File: src/rtl/atten_pkg.sv
package atten_pkg;
  typedef enum logic [1:0] {
    PRE_REF  = 2'b00,
    PRE_NEXT = 2'b01,
    PRE_TOP  = 2'b10,
    PRE_FULL = 2'b11
  } preset_e;
endpackage

File: src/rtl/atten_sync.sv
module atten_sync #(
  parameter int W      = 1,
  parameter int STAGES = 2
) (
  input  logic         clk_i,
  input  logic         rst_ni,
  input  logic [W-1:0] d_i,
  output logic [W-1:0] q_o
);
  logic [STAGES-1:0][W-1:0] st_q;

  if (STAGES == 1) begin : g_one
    always_ff @(posedge clk_i or negedge rst_ni)
      if (!rst_ni) st_q <= '0;
      else         st_q <= d_i;
  end else begin : g_chain
    always_ff @(posedge clk_i or negedge rst_ni)
      if (!rst_ni) st_q <= '0;
      else         st_q <= {st_q[STAGES-2:0], d_i};
  end

  assign q_o = st_q[STAGES-1];
endmodule

File: src/rtl/atten_init.sv
module atten_init #(
  parameter int SETTLE = 2
) (
  input  logic clk_i,
  input  logic rst_ni,
  output logic load_o,
  output logic done_o
);
  localparam int CW = $clog2(SETTLE + 1);

  logic [CW-1:0] cnt_q;
  logic          done_q;
  logic          full;

  assign full = (cnt_q == CW'(SETTLE));

  // wait for the synchronisers to fill, then load once
  always_ff @(posedge clk_i or negedge rst_ni)
    if (!rst_ni) begin
      cnt_q  <= '0;
      done_q <= 1'b0;
    end else if (!done_q) begin
      if (full) done_q <= 1'b1;
      else      cnt_q  <= cnt_q + 1'b1;
    end

  assign load_o = !done_q && full;
  assign done_o = done_q;
endmodule

File: src/rtl/atten_shift.sv
module atten_shift #(
  parameter int W = 6
) (
  input  logic         clk_i,
  input  logic         rst_ni,
  input  logic         en_i,
  input  logic         load_i,
  input  logic [W-1:0] load_val_i,
  input  logic         sclk_i,
  input  logic         sdata_i,
  output logic         rise_o,
  output logic [W-1:0] shreg_o
);
  logic         sclk_p_q;
  logic [W-1:0] shreg_q;

  assign rise_o = sclk_i && !sclk_p_q;

  always_ff @(posedge clk_i or negedge rst_ni)
    if (!rst_ni) sclk_p_q <= 1'b0;
    else         sclk_p_q <= sclk_i;

  always_ff @(posedge clk_i or negedge rst_ni)
    if (!rst_ni)              shreg_q <= '0;
    else if (load_i)          shreg_q <= load_val_i;
    else if (en_i && rise_o)  shreg_q <= {shreg_q[W-2:0], sdata_i};

  assign shreg_o = shreg_q;
endmodule

File: src/rtl/step_atten_ctrl.sv
module step_atten_ctrl
  import atten_pkg::*;
#(
  parameter int WORD_W      = 6,
  parameter int SYNC_STAGES = 2
) (
  input  logic              clk_i,
  input  logic              rst_ni,
  input  logic              ser_mode_i,
  input  logic [WORD_W-1:0] par_word_i,
  input  logic              sdata_i,
  input  logic              sclk_i,
  input  logic              latch_en_i,
  input  logic [1:0]        preset_i,
  output logic [WORD_W-1:0] atten_o
);
  localparam int CTRL_W = WORD_W + 6;

  logic [CTRL_W-1:0] raw, synced;
  logic              mode_s, sdata_s, sclk_s, le_s;
  logic [1:0]        pre_s;
  logic [WORD_W-1:0] par_s;
  logic              init_load, init_done;
  logic              sclk_rise;
  logic [WORD_W-1:0] shreg;
  logic [WORD_W-1:0] init_word;
  logic              le_p_q, le_fall;
  logic [WORD_W-1:0] atten_q;

  assign raw = {ser_mode_i, sdata_i, sclk_i, latch_en_i, preset_i, par_word_i};

  atten_sync #(.W(CTRL_W), .STAGES(SYNC_STAGES)) u_sync (
    .clk_i (clk_i),
    .rst_ni(rst_ni),
    .d_i   (raw),
    .q_o   (synced)
  );

  assign {mode_s, sdata_s, sclk_s, le_s, pre_s, par_s} = synced;

  atten_init #(.SETTLE(SYNC_STAGES)) u_init (
    .clk_i (clk_i),
    .rst_ni(rst_ni),
    .load_o(init_load),
    .done_o(init_done)
  );

  atten_shift #(.W(WORD_W)) u_shift (
    .clk_i     (clk_i),
    .rst_ni    (rst_ni),
    .en_i      (init_done),
    .load_i    (init_load),
    .load_val_i(par_s),
    .sclk_i    (sclk_s),
    .sdata_i   (sdata_s),
    .rise_o    (sclk_rise),
    .shreg_o   (shreg)
  );

  function automatic logic [WORD_W-1:0] preset_word(input preset_e sel);
    logic [WORD_W-1:0] w;
    case (sel)
      PRE_REF:  w = '0;
      PRE_NEXT: w = WORD_W'(1) << (WORD_W - 2);
      PRE_TOP:  w = WORD_W'(1) << (WORD_W - 1);
      default:  w = ~WORD_W'(1);
    endcase
    return w;
  endfunction

  always_comb
    if (mode_s || le_s) init_word = par_s;
    else                init_word = preset_word(preset_e'(pre_s));

  always_ff @(posedge clk_i or negedge rst_ni)
    if (!rst_ni) le_p_q <= 1'b0;
    else         le_p_q <= le_s;

  assign le_fall = le_p_q && !le_s;

  // transparent while le high, capture on the falling edge, hold otherwise
  always_ff @(posedge clk_i or negedge rst_ni)
    if (!rst_ni)                             atten_q <= '0;
    else if (init_load)                      atten_q <= init_word;
    else if (init_done && (le_s || le_fall)) atten_q <= mode_s ? shreg : par_s;

  assign atten_o = atten_q;
endmodule

File: config.mk
export PLATFORM = sky130hd
export DESIGN_NAME = step_atten_ctrl
export DESIGN_NICKNAME = d
export VERILOG_FILES = /design/src/rtl/atten_pkg.sv /design/src/rtl/atten_sync.sv /design/src/rtl/atten_init.sv /design/src/rtl/atten_shift.sv /design/src/rtl/step_atten_ctrl.sv
export SDC_FILE = /design/constraint.sdc
export NUM_CORES = 1
export LEC_CHECK = 0
export ABC_CLOCK_PERIOD_IN_PS = 2050
export CAP_MARGIN = 20
export CORE_ASPECT_RATIO = 0.6
export CORE_UTILIZATION = 50
export CTS_BUF_LIST = sky130_fd_sc_hd__clkbuf_2
export DETAILED_ROUTE_END_ITERATION = 12
export PLACE_DENSITY_LB_ADDON = 0.08
export SKIP_CTS_REPAIR_TIMING = 1
export SLEW_MARGIN = 10
export SYNTH_ARGS = -nofsm -noshare
export SYNTH_HDL_FRONTEND = slang
export SYNTH_SLANG_ARGS = --single-unit
File: constraint.sdc
create_clock -name clk_i -period 2.05 [get_ports clk_i]
set_clock_uncertainty 0.1 [all_clocks]
set_input_delay 0.5125 -clock clk_i [delete_from_list [all_inputs] [get_ports clk_i]]
set_output_delay 0.5125 -clock clk_i [all_outputs]
set_load 0.02 [all_outputs]
==> results.txt, run 1 <==
- The run finished, with violations left.
- Violations in the final reports: DRC
* Final GP Congestion: 0.870
- Die area: 0.00311 mm^2
- Summed over all failing endpoints, the final setup total negative slack is 0 ps.
- Setup violations remaining at the end of the flow were counted as 0.
- In the routed design, unresolved DRC markers number 1.
- Of the synthesized area, sequential elements account for just over 70%.
* Core Util, Final: 67.0%
* Count of vias placed by the detailed router: approximately 890
* Net Sw Frac: between 20% and 30%
- The netlist uses 25 different library cells.
* Detailed Place HPWL: roughly 1.6 mm
- Among all stages on the critical path, the largest delay is contributed by sky130_fd_sc_hd__clkdlybuf4s50_1.
- The final count of hold timing violations is 0.
- In the synthesized netlist the dominant register cell turns out to be sky130_fd_sc_hd__dfrtp_1.
- The via count of the first global-routing pass was 809.
* Worst path bufs/invs: 1
- For this run, the detailed router's first-pass iteration total came to 8.
- For the pin with the worst max-slew slack, the measured transition is slightly below 500 ps.
- First-pass GRT wire length: 3.97 mm
* Number of synthesized flops with an enable pin: 0
- Registers are responsible for between 50 and 60% of the overall power.
- In the finished design, the share of the clock period the worst path needs comes to roughly 96%.
- After the last flow step, the layout net total stands at 150.
* Arrival time of data at the critical path endpoint: approximately 1400 ps
* Clock tree from TritonCTS: built
- Warning count from the yosys run: 0
- RSZ-0062 raised after global routing: false
* Largest fanout of any net on the critical path: 2
- Summed over all nets, the switching power comes to ~0.00039 W.
- Die outline height: ~44 um
- The core region is ~0.0026 mm^2.
- Placement Rows: 14
* Yosys reg bits: approximately 40
- The H-tree was split into 2 levels.
* Combinational fraction of design power: between 10% and 20%
- Cells after Synth: 110
- Fraction of final layout cells with drive strength greater than 1: 10.3%
- In this run the most used layer during global routing was met1.
- In the synthesized netlist the async set-or-reset flop fraction comes to 100%.
- In this run the deepest clock path goes through 2 buffers.
* Initial antenna violation count: 0
* Overall track demand over capacity in global routing: 18.6%
* Setup slack on the worst flop-to-flop path: just over 300 ps
* Largest net degree at the start of global routing: 42
* CTS root buffer: sky130_fd_sc_hd__clkbuf_2
- Top post-synthesis cells by area: sky130_fd_sc_hd__dfrtp_1 (71%), sky130_fd_sc_hd__mux2i_1 (4.9%), sky130_fd_sc_hd__a21oi_1 (2.8%)
- 0 antenna diodes ended up in the layout.
* Clock group share of total power: between 20% and 30%
* Clock network latency to the later pin of the worst-skew pair: between 300 and 400 ps
* Met3 routing resource usage after global routing: around 7%
- Min-Delay Path Class: input pin to async pin
* Clock Pin Slew Worst Setup and Hold Paths: ~200 ps
* Routed length per placed instance: approximately 14 um
* Area growth, synth to finish: 21.1%
- Count of buffers from port buffering: 19
- The largest single stage delay on the critical path is about 600 ps.
- The worst setup path is launched from a flop.
* Required time reported for the critical path endpoint: between 1000 and 1500 ps
* Initial core utilization: between 50% and 60%
* Net count of the mapped netlist: about 130
- Power density normalized to cell area: slightly above 900 mW/mm^2
- The analysis attributes to cell leakage a power of between 0.8 and 0.9 nW.
- The cell family contributing the most delay on the critical path is buffers and inverters.
- Counting every sink on the clock net gives around 40.
* Proportion of netlist area held by the largest area contributor: around 71%
- Worst voltage drop across the vdd grid: 0.455 mV
- After the first detailed-routing iteration, the DRC count stood at 102.
* Internal cell power: approximately 0.0012 W
* Boundary Pins: 20
* Crit. End Element: output port
* Classification of the worst setup path: flop to output port
* Most numerous cell types in the synthesized netlist: sky130_fd_sc_hd__dfrtp_1 (41), sky130_fd_sc_hd__nand2_1 (10), sky130_fd_sc_hd__nor2_1 (10)
* Final routed wirelength across all metal layers: between 2 and 2.5 mm
- Vias per cell: 5.29
- Average cell area after synthesis: approximately 13 um^2
* Cell type with the largest total area after synthesis: sky130_fd_sc_hd__dfrtp_1
- The count of final max-slew check failures was 0.
* Worst hold slack across all endpoints: 34.4 ps
* CP Cell Sequence: clkdlybuf4s50_1
- Residual antenna-violating net count after detailed routing: 0
* Die outline width: ~71 um
- After synthesis the cells add up to 0.00144 mm^2.
- The tool flagged a number of max-cap violations equal to 0.
- Global routing consumed, on the met1 layer, around 27% of the routing resources.
* Gr ovfl total: 0
* TritonCTS buffer count: 5
* Met2 Use GR: approximately a quarter
- Cell with the most instances after synthesis: sky130_fd_sc_hd__dfrtp_1
* Post-layout minimum cycle time: just under 2000 ps
* Maximum achievable frequency: 508 MHz
- Worst-case headroom to the max-slew limit: about two thirds
==> flip-flops by register name, summed over array words and instances, names as in the netlist <==
signal	cells
u_sync.q_o	12
u_shift.shreg_o	6
atten_o	6
u_init.cnt_q	2
u_shift.sclk_p_q	1
le_p_q	1
u_init.done_o	1
u_sync.st_q	12
==> path summary, 6_finish.rpt <==
check                           cells past startpoint             to       startpoint
min in group clk_i                                  0  u_sync.q_o[5]   u_sync.st_q[5]
worst min register to register                      0  u_sync.q_o[5]   u_sync.st_q[5]
worst max-delay path                                1     atten_o[4]       atten_o[4]
worst max register to register                      6     atten_o[5]  u_init.cnt_q[0]
worst min-delay path                                2  u_sync.q_o[1]           rst_ni
max in group asynchronous                           2         le_p_q           rst_ni
==> power groups by stage <==
stage	logic [W]	clock network (W)	registers, W
after floorplan	0.0000815	0	0.000958
final	0.000200	0.000462	0.000931
after CTS	0.000203	0.000476	0.000933
after global routing	0.000217	0.000514	0.000943
after detailed placement	0.000201	0	0.000948
after global placement	0.000196	0	0.000943
==> cells by family (layout without fill, tap and decap cells) <==
group / count (synthesis) / in the layout / share of synthesized area, %
xor+xnor: 1 / 1 / 0.607
fa+ha+maj: 1 / 1 / 0.866
buf+inv: 7 / 33 / 2.17
compound gates: 26 / 26 / 11.5
simple gates: 27 / 27 / 8.93
mux: 7 / 7 / 4.85
flops: 41 / 41 / 71.1
==> through the flow <==
step | cells | instance area, um^2 | power (W) | setup WS, ps
after floorplan | 110 | 1440 | 0.00104 | 532
after global placement | 160 | 1670 | 0.00114 | 456
after detailed placement | 160 | 1670 | 0.00115 | 361
after CTS | 168 | 1740 | 0.00161 | 24.4
after global routing | 168 | 1750 | 0.00167 | 4.81
final | 168 | 1750 | 0.00159 | 82.8
==> layout make-up <==
class / count / area [um^2]
flip-flops and latches: 41 / 1030
clock inverters: 2 / 38.8
multi-input cells: 62 / 387
fillers: 200 / 861
inverters: 4 / 15.0
clock buffers: 6 / 30.0
repair buffers: 21 / 213
well taps: 32 / 40.0
==> cell usage in the layout, fill, tap and decap left out, drive strengths merged <==
master / n
nor4b: 1
clkdlybuf4s50: 13
xnor2: 1
clkbuf: 6
o221ai: 1
nand3b: 1
clkinv: 1
o31ai: 1
o21ai: 7
a311oi: 2
dfrtp: 41
a21oi: 9
buf: 3
nand2: 10
nand3: 3
inv: 4
nand2b: 1
nor2: 10
bufinv: 1
o22a: 2
a21o: 1
mux2i: 7
ha: 1
dlymetal6s2s: 5
a31oi: 1
a22o: 2
nor2b: 1
==> metal layers <==
| layer | routed length (um) | vias up |
|---|---|---|
| met5 | 0 | - |
| met4 | 34 | 0 |
| met3 | 142 | 5 |
| met2 | 1000 | 31 |
| met1 | 1190 | 421 |
| li1 | - | 431 |
No activity file was read; power rests on OpenSTA's default activity.
==> inputs of run 2 (changes only) <==
--- a/config.mk
+++ b/config.mk
@@ -8,9 +8,10 @@
 export ABC_CLOCK_PERIOD_IN_PS = 2050
 export CAP_MARGIN = 20
-export CORE_ASPECT_RATIO = 0.6
+export CORE_ASPECT_RATIO = 0.8
 export CORE_UTILIZATION = 50
 export CTS_BUF_LIST = sky130_fd_sc_hd__clkbuf_2
 export DETAILED_ROUTE_END_ITERATION = 12
 export PLACE_DENSITY_LB_ADDON = 0.08
+export SETUP_SLACK_MARGIN = 0.1
 export SKIP_CTS_REPAIR_TIMING = 1
 export SLEW_MARGIN = 10
--- a/constraint.sdc
+++ b/constraint.sdc
@@ -3,3 +3,3 @@
 set_input_delay 0.5125 -clock clk_i [delete_from_list [all_inputs] [get_ports clk_i]]
 set_output_delay 0.5125 -clock clk_i [all_outputs]
-set_load 0.02 [all_outputs]
+set_load 0.05 [all_outputs]
==> run 2 against run 1 <==
  * The run now ends clean
  * Total power fell by 6.7%
  * Hold slack improved by 9.9 ps
  * Critical path depth rose by 3
  * Non-clock buffer count did not move
  * Combinational power rose by 18%
  * First-iteration DRC count fell by 77%
  * Cell area fell by 2.8%
  * Maximum frequency rose by 13%
  * Flip-flop and latch count did not move
  * Final cell count rose by 3.6%
  * Register-to-register slack barely moved
  * Critical path type is now flop to flop
==> results.txt, run 2 (same netlist as run 1, synthesis figures left out) <==
* Run status: finished clean
- The initial utilization of the core area, before any placement, comes to a little over half.
* Worst voltage drop across the vdd grid: between 0.4 and 0.5 mV
- RSZ-0062 raised after global routing: false
* Number of violations reported at the end of detailed-routing iteration 0: 23
* Initial antenna violation count: 0
* Final routed wirelength across all metal layers: around 2.2 mm
* Design Area, Final: about 0.0017 mm^2
- Min-Delay Path Class: input pin to async pin
- Residual antenna-violating net count after detailed routing: 0
* Required time reported for the critical path endpoint: between 2000 and 2500 ps
- Number of cells in the finished layout apart from fillers: roughly 170
- Startpoint of the worst-slack reg-to-reg timing path: u_sync.q_o[11]
- The total overflow left after global routing is 0.
* Boundary Pins: 20
- The floorplan has 17 rows.
- Die outline height: around 50 um
* TritonCTS buffer count: 5
* Filler Cells Inserted: 220
- Setup total negative slack on the finished layout was measured at 0 ps.
- Setup slack on the worst flop-to-flop path: around 300 ps
- Post-layout minimum cycle time: approximately 1700 ps
- Final setup violation count: 0
- Of the cells placed in the final design, the portion with a size suffix greater than 1 is between 10% and 20%.
- Clock-pin slew was measured on the worst setup and hold paths at ~180 ps.
* Worst hold slack across all endpoints: between 40 and 50 ps
- The via count of the first global-routing pass came to between 800 and 900.
* CTS root buffer: sky130_fd_sc_hd__clkbuf_2
- At the end of routability-driven placement, the weighted congestion stood at ~0.78.
* Vias per cell: between 5 and 6
- Leading cell types in the layout, fill and taps excluded: sky130_fd_sc_hd__dfrtp_1 (41), sky130_fd_sc_hd__clkdlybuf4s50_1 (12), sky130_fd_sc_hd__nor2_1 (10), sky130_fd_sc_hd__nand2_1 (10)
- After detailed routing, the average wire length per cell comes to about 13 um.
* Detailed Place HPWL: around 1.5 mm
- TritonCTS built the clock tree.
* Area growth, synth to finish: 17.8%
- Maximum achievable frequency: roughly 570 MHz
* Die area: 0.00311 mm^2
- Across the run, the number of max-cap violations was 0.
* Depth of the worst register-to-register path: 4
- The design draws between 0.001 and 0.0015 W.
- Number of clock sinks: slightly above 40
- The later pin in the worst-skew pair is clocked with a latency of between 300 and 400 ps.
- For this design the static power due to leakage is 0.772 nW.
* Count of vias placed by the detailed router: a little under 900
- The final count of hold timing violations came to 0.
- The first global-routing pass estimated between 3 and 4 mm of wire.
- Across every metal layer, demand over resource in global routing totals 17.7%.
* Largest net degree at the start of global routing: 42
- Instance area after placement: 0.00166 mm^2
* Classification of the worst setup path: flop to flop
* Drt pass-1 iters: 5
- STA classifies the critical path startpoint as a flop.
- Die outline width: between 60 and 70 um
* Power density normalized to cell area: 875 mW/mm^2
* Capture instance of the worst register-to-register path: atten_o[2]
* Number of pins exceeding their max-slew limit in the final report: 0
- STA puts the critical path data arrival time at ~2000 ps.
- Remaining design rule violation count: 0
- 0 antenna diodes ended up in the layout.
- The worst setup path is captured at a flop.
- Count of H-tree levels built during CTS: 2
- During placement, the flow inserted port buffers numbering 19.
- Worst-case headroom to the max-slew limit: between 60% and 70%
* Number of cells after detailed placement: roughly 170
- Clk buf depth: 2
- In the finished design, the share of the clock period the worst path needs comes to around 85%.
- Core outline area: approximately 0.0027 mm^2
* Number of nets in the finished design: 150
- Largest fanout of any net on the critical path: 12
- The library cell used most frequently in the layout, excluding fill and tap cells, is sky130_fd_sc_hd__dfrtp_1.
- Slew @ Worst Pin: approximately 550 ps
-- run 2: cell types whose count changed in the layout (fill, tap and decap cells not counted), sizes merged --
cell / change
clkinv: +1
dlymetal6s2s: -5
bufinv: -1
clkdlybuf4s50: -1
buf: +6
-- run 2: area by class of cell --
| type | instances | area [um^2] | share of cell area [%] |
|---|---|---|---|
| clock buffer | 6 | 30.0 | 1.77 |
| clock inverter | 2 | 10.0 | 0.589 |
| inverter | 4 | 15.0 | 0.883 |
| multi-input combinational | 62 | 387 | 22.7 |
| sequential | 41 | 1030 | 60.3 |
| tap | 38 | 47.5 | 2.80 |
| timing repair buffer | 21 | 185 | 10.9 |
-- run 2: power by group --
group          internal, W  total (W)  switching, W
logic            0.0000962   0.000237      0.000141
registers         0.000884   0.000929     0.0000449
clock network    0.0000857   0.000321      0.000236
-- run 2: worst max-delay path by stage --
stage	start	end	slack, ps
floorplan	u_init.cnt_q[0]	atten_o[4]	530
global placement	u_sync.q_o[11]	atten_o[1]	380
detailed placement	u_init.cnt_q[1]	atten_o[4]	370
CTS	u_init.cnt_q[1]	atten_o[4]	340
global route	u_init.cnt_q[0]	atten_o[2]	220
finish	u_sync.q_o[11]	atten_o[2]	300
-- run 2: per-layer routing --
layer	up-vias	routed length [um]	track usage [%]
met4	0	44	7.78
met2	23	1010	23.4
met3	7	93	7.87
met1	437	1050	25.0
li1	427	-	-
met5	-	0	0
-- run 2: critical path, cell delays in order, from the launching register on --
cell and delay [ps]:
sky130_fd_sc_hd__dfrtp_1 570, sky130_fd_sc_hd__nor4b_2 600, sky130_fd_sc_hd__nand3_1 170, sky130_fd_sc_hd__nand2_1 120, sky130_fd_sc_hd__o22a_1 140
-- run 2: through the flow --
stage          util (%)  setup slack [ps]
4_1_cts            62.0               339
3_5_place_dp       60.5               366
2_1_floorplan         -               532
5_1_grt            62.0               217
6_report           62.0               301
3_3_place_gp       60.5               377
==> inputs of run 3 (changes only) <==
--- a/config.mk
+++ b/config.mk
@@ -12,4 +12,5 @@
 export CTS_BUF_LIST = sky130_fd_sc_hd__clkbuf_2
 export DETAILED_ROUTE_END_ITERATION = 12
+export GPL_TIMING_DRIVEN = 0
 export PLACE_DENSITY_LB_ADDON = 0.08
 export SETUP_SLACK_MARGIN = 0.1
--- a/constraint.sdc
+++ b/constraint.sdc
@@ -3,3 +3,3 @@
 set_input_delay 0.5125 -clock clk_i [delete_from_list [all_inputs] [get_ports clk_i]]
 set_output_delay 0.5125 -clock clk_i [all_outputs]
-set_load 0.05 [all_outputs]
+set_load 0.02 [all_outputs]
==> run 3 against run 2 <==
  * Cell area is 5.2% higher
  * Sequential share of layout area down 3.0 points
  * Maximum frequency up 0.65%
==> results.txt, run 3 (same netlist as run 1, synthesis figures left out) <==
- Run status: finished clean
- The count of final max-slew check failures came to 0.
* Residual antenna-violating net count after detailed routing: 0
- The internal power of the cells totals ~0.0012 W.
- Capture instance of the worst register-to-register path: atten_o[2]
- At the worst endpoint, the required time is 2270 ps.
- Combinational fraction of design power: 13.0%
* Core outline area: 0.00274 mm^2
- Across every metal layer, demand over resource in global routing totals between 10% and 20%.
- Switching power total: approximately 0.00039 W
* Total power after layout: ~0.0016 W
* First-pass GRT wire length: about 3.8 mm
* Initial core utilization: a little over half
- The final count of hold timing violations came to 0.
- 20 I/O pins were placed.
- Final setup violation count: 0
- For the worst setup path, the data arrival time is ~2000 ps.
* Number of clock sinks: between 40 and 50
- The placed instances occupy a cell area of around 0.0017 mm^2.
- The repair_antennas step left the layout with diodes totalling 0.
* Filler Cells Inserted: between 200 and 250
- The worst hold path begins at u_sync.st_q[9].
- Depth of the worst register-to-register path: 6
* TritonCTS buffer count: 5
- Design Area, Final: between 0.0015 and 0.002 mm^2
- Final cycle utilization of the critical path: a little over four fifths
* Maximum capacitance violations: 0
* Area growth, synth to finish: 23.8%
- Power density normalized to cell area: 883 mW/mm^2
* Clock network latency to the later pin of the worst-skew pair: around 390 ps
* Drt pass-1 iters: 5
- Vias per cell: between 5 and 6
- Setup slack on the worst flop-to-flop path: between 300 and 400 ps
* Most common cell after layout, fill and taps aside: sky130_fd_sc_hd__dfrtp_1
- Die outline width: roughly 62 um
- Detailed Place HPWL: 1.60 mm
- The library cells used most frequently in the layout, excluding fill and tap cells, are sky130_fd_sc_hd__dfrtp_1 (41), sky130_fd_sc_hd__clkdlybuf4s50_1 (12), sky130_fd_sc_hd__nor2_1 (10), sky130_fd_sc_hd__nand2_1 (10), sky130_fd_sc_hd__a21oi_1 (8).
- Maximum achievable frequency: roughly 580 MHz
- RSZ-0062 raised after global routing: false
- In the final routed layout, each cell accounts on average for between 10 and 15 um.
- Startpoint of the worst-slack reg-to-reg timing path: u_init.cnt_q[0]
- Clk buf depth: 2
- For hold timing, the worst endpoint is u_sync.q_o[9].
- Of all nets on the critical path, the largest fanout is 5.
- Number of violations reported at the end of detailed-routing iteration 0: 38
* Classification of the worst setup path: flop to flop
- Slew @ Worst Pin: between 400 and 500 ps
- The floorplan has 17 rows.
- Count of buffers from port buffering: 19
- The worst setup path is captured at a flop.
- Fraction of final layout cells with drive strength greater than 1: roughly 10%
* CTS root buffer: sky130_fd_sc_hd__clkbuf_2
- The routed layout has 891 vias.
- After the last flow step, the layout net total stands at 153.
- Clock-pin slew was measured on the worst setup and hold paths at 200 ps.
* Remaining design rule violation count: 0
- After detailed routing, the total wire length is 2.30 mm.
* Worst hold stages: 0
- In this run the tightest slew margin relative to its limit is between 60% and 70%.
* Clock group share of total power: between 20 and 30%
- The initial antenna violation count is 0.
* Largest net degree at the start of global routing: 29
- Worst voltage drop across the vdd grid: 0.421 mV
- Of the total power, registers draw roughly three fifths.
* Core Util, Final: between 60% and 70%
* Clock tree from TritonCTS: built
* Final GP Congestion: between 0.8 and 0.9
- The multi-input combinational cells in the finished layout cover a total of roughly 390 um^2.
- Startpoint kind of the worst setup timing path: flop
* Min-Delay Path Class: flop to flop
- Die outline height: 50.1 um
- Post-layout minimum cycle time: 1740 ps
- Net Sw Frac: around 25%
* Count of H-tree levels built during CTS: 2
- Summing all flip-flop and latch instances after layout gives approximately 0.0010 mm^2.
- The die covers slightly above 0.003 mm^2.
- Static leakage: ~0.84 nW
* Gr ovfl total: 0
- The via count of the first global-routing pass was roughly 850.
[run 3: worst max-delay path by stage]
stage                     from             end  slack (ps)  cells past startpoint
2_1_floorplan  u_init.cnt_q[0]      atten_o[4]         530                      6
3_3_place_gp            rst_ni  u_sync.st_q[1]        -550                      1
3_5_place_dp   u_init.cnt_q[0]      atten_o[2]         370                      6
4_1_cts             atten_o[5]      atten_o[5]          20                      1
5_1_grt        u_init.cnt_q[0]      atten_o[1]         120                      6
6_report       u_init.cnt_q[0]      atten_o[2]         310                      6
[run 3: stage by stage]
step                      cells  setup WS [ps]  hold WS [ps]  setup TNS (ps)
after floorplan             110            532           117               0
after global placement      167           -554           232          -22680
after detailed placement    168            366           235               0
after CTS                   176           16.8          -128               0
after global routing        177            121           288               0
final                       177            313           271               0
[run 3: routing by layer]
layer	track usage (%)	vias to the layer above	wire length, um
li1	-	439	-
met5	0	-	0
met4	11.1	0	53
met3	6.30	7	100
met1	25.0	425	1120
met2	25.2	20	1020
[run 3: power by group through the flow]
stage / Sequential, W / Combinational [W] / Clock, W
finish: 0.000925 / 0.000205 / 0.000448
floorplan: 0.000958 / 0.0000815 / 0
detailed placement: 0.000942 / 0.000206 / 0
global route: 0.000935 / 0.000232 / 0.000499
CTS: 0.000927 / 0.000210 / 0.000462
global placement: 0.000939 / 0.000199 / 0
[run 3: area by class of cell]
cell class / instances / area share (%)
well taps: 38 / 2.66
flip-flops and latches: 41 / 57.4
repair buffers: 21 / 12.9
multi-input cells: 62 / 21.6
inverters: 4 / 0.840
clock buffers: 5 / 1.40
plain buffers: 3 / 0.910
clock inverters: 3 / 2.31
[run 3: worst max-delay path: stages, from the launching register on]
cell and delay [ps]:
sky130_fd_sc_hd__dfrtp_1 400, sky130_fd_sc_hd__inv_1 80, sky130_fd_sc_hd__ha_1 210, sky130_fd_sc_hd__nor4b_2 430, sky130_fd_sc_hd__nand3_1 180, sky130_fd_sc_hd__nand2_1 120, sky130_fd_sc_hd__o22a_1 150
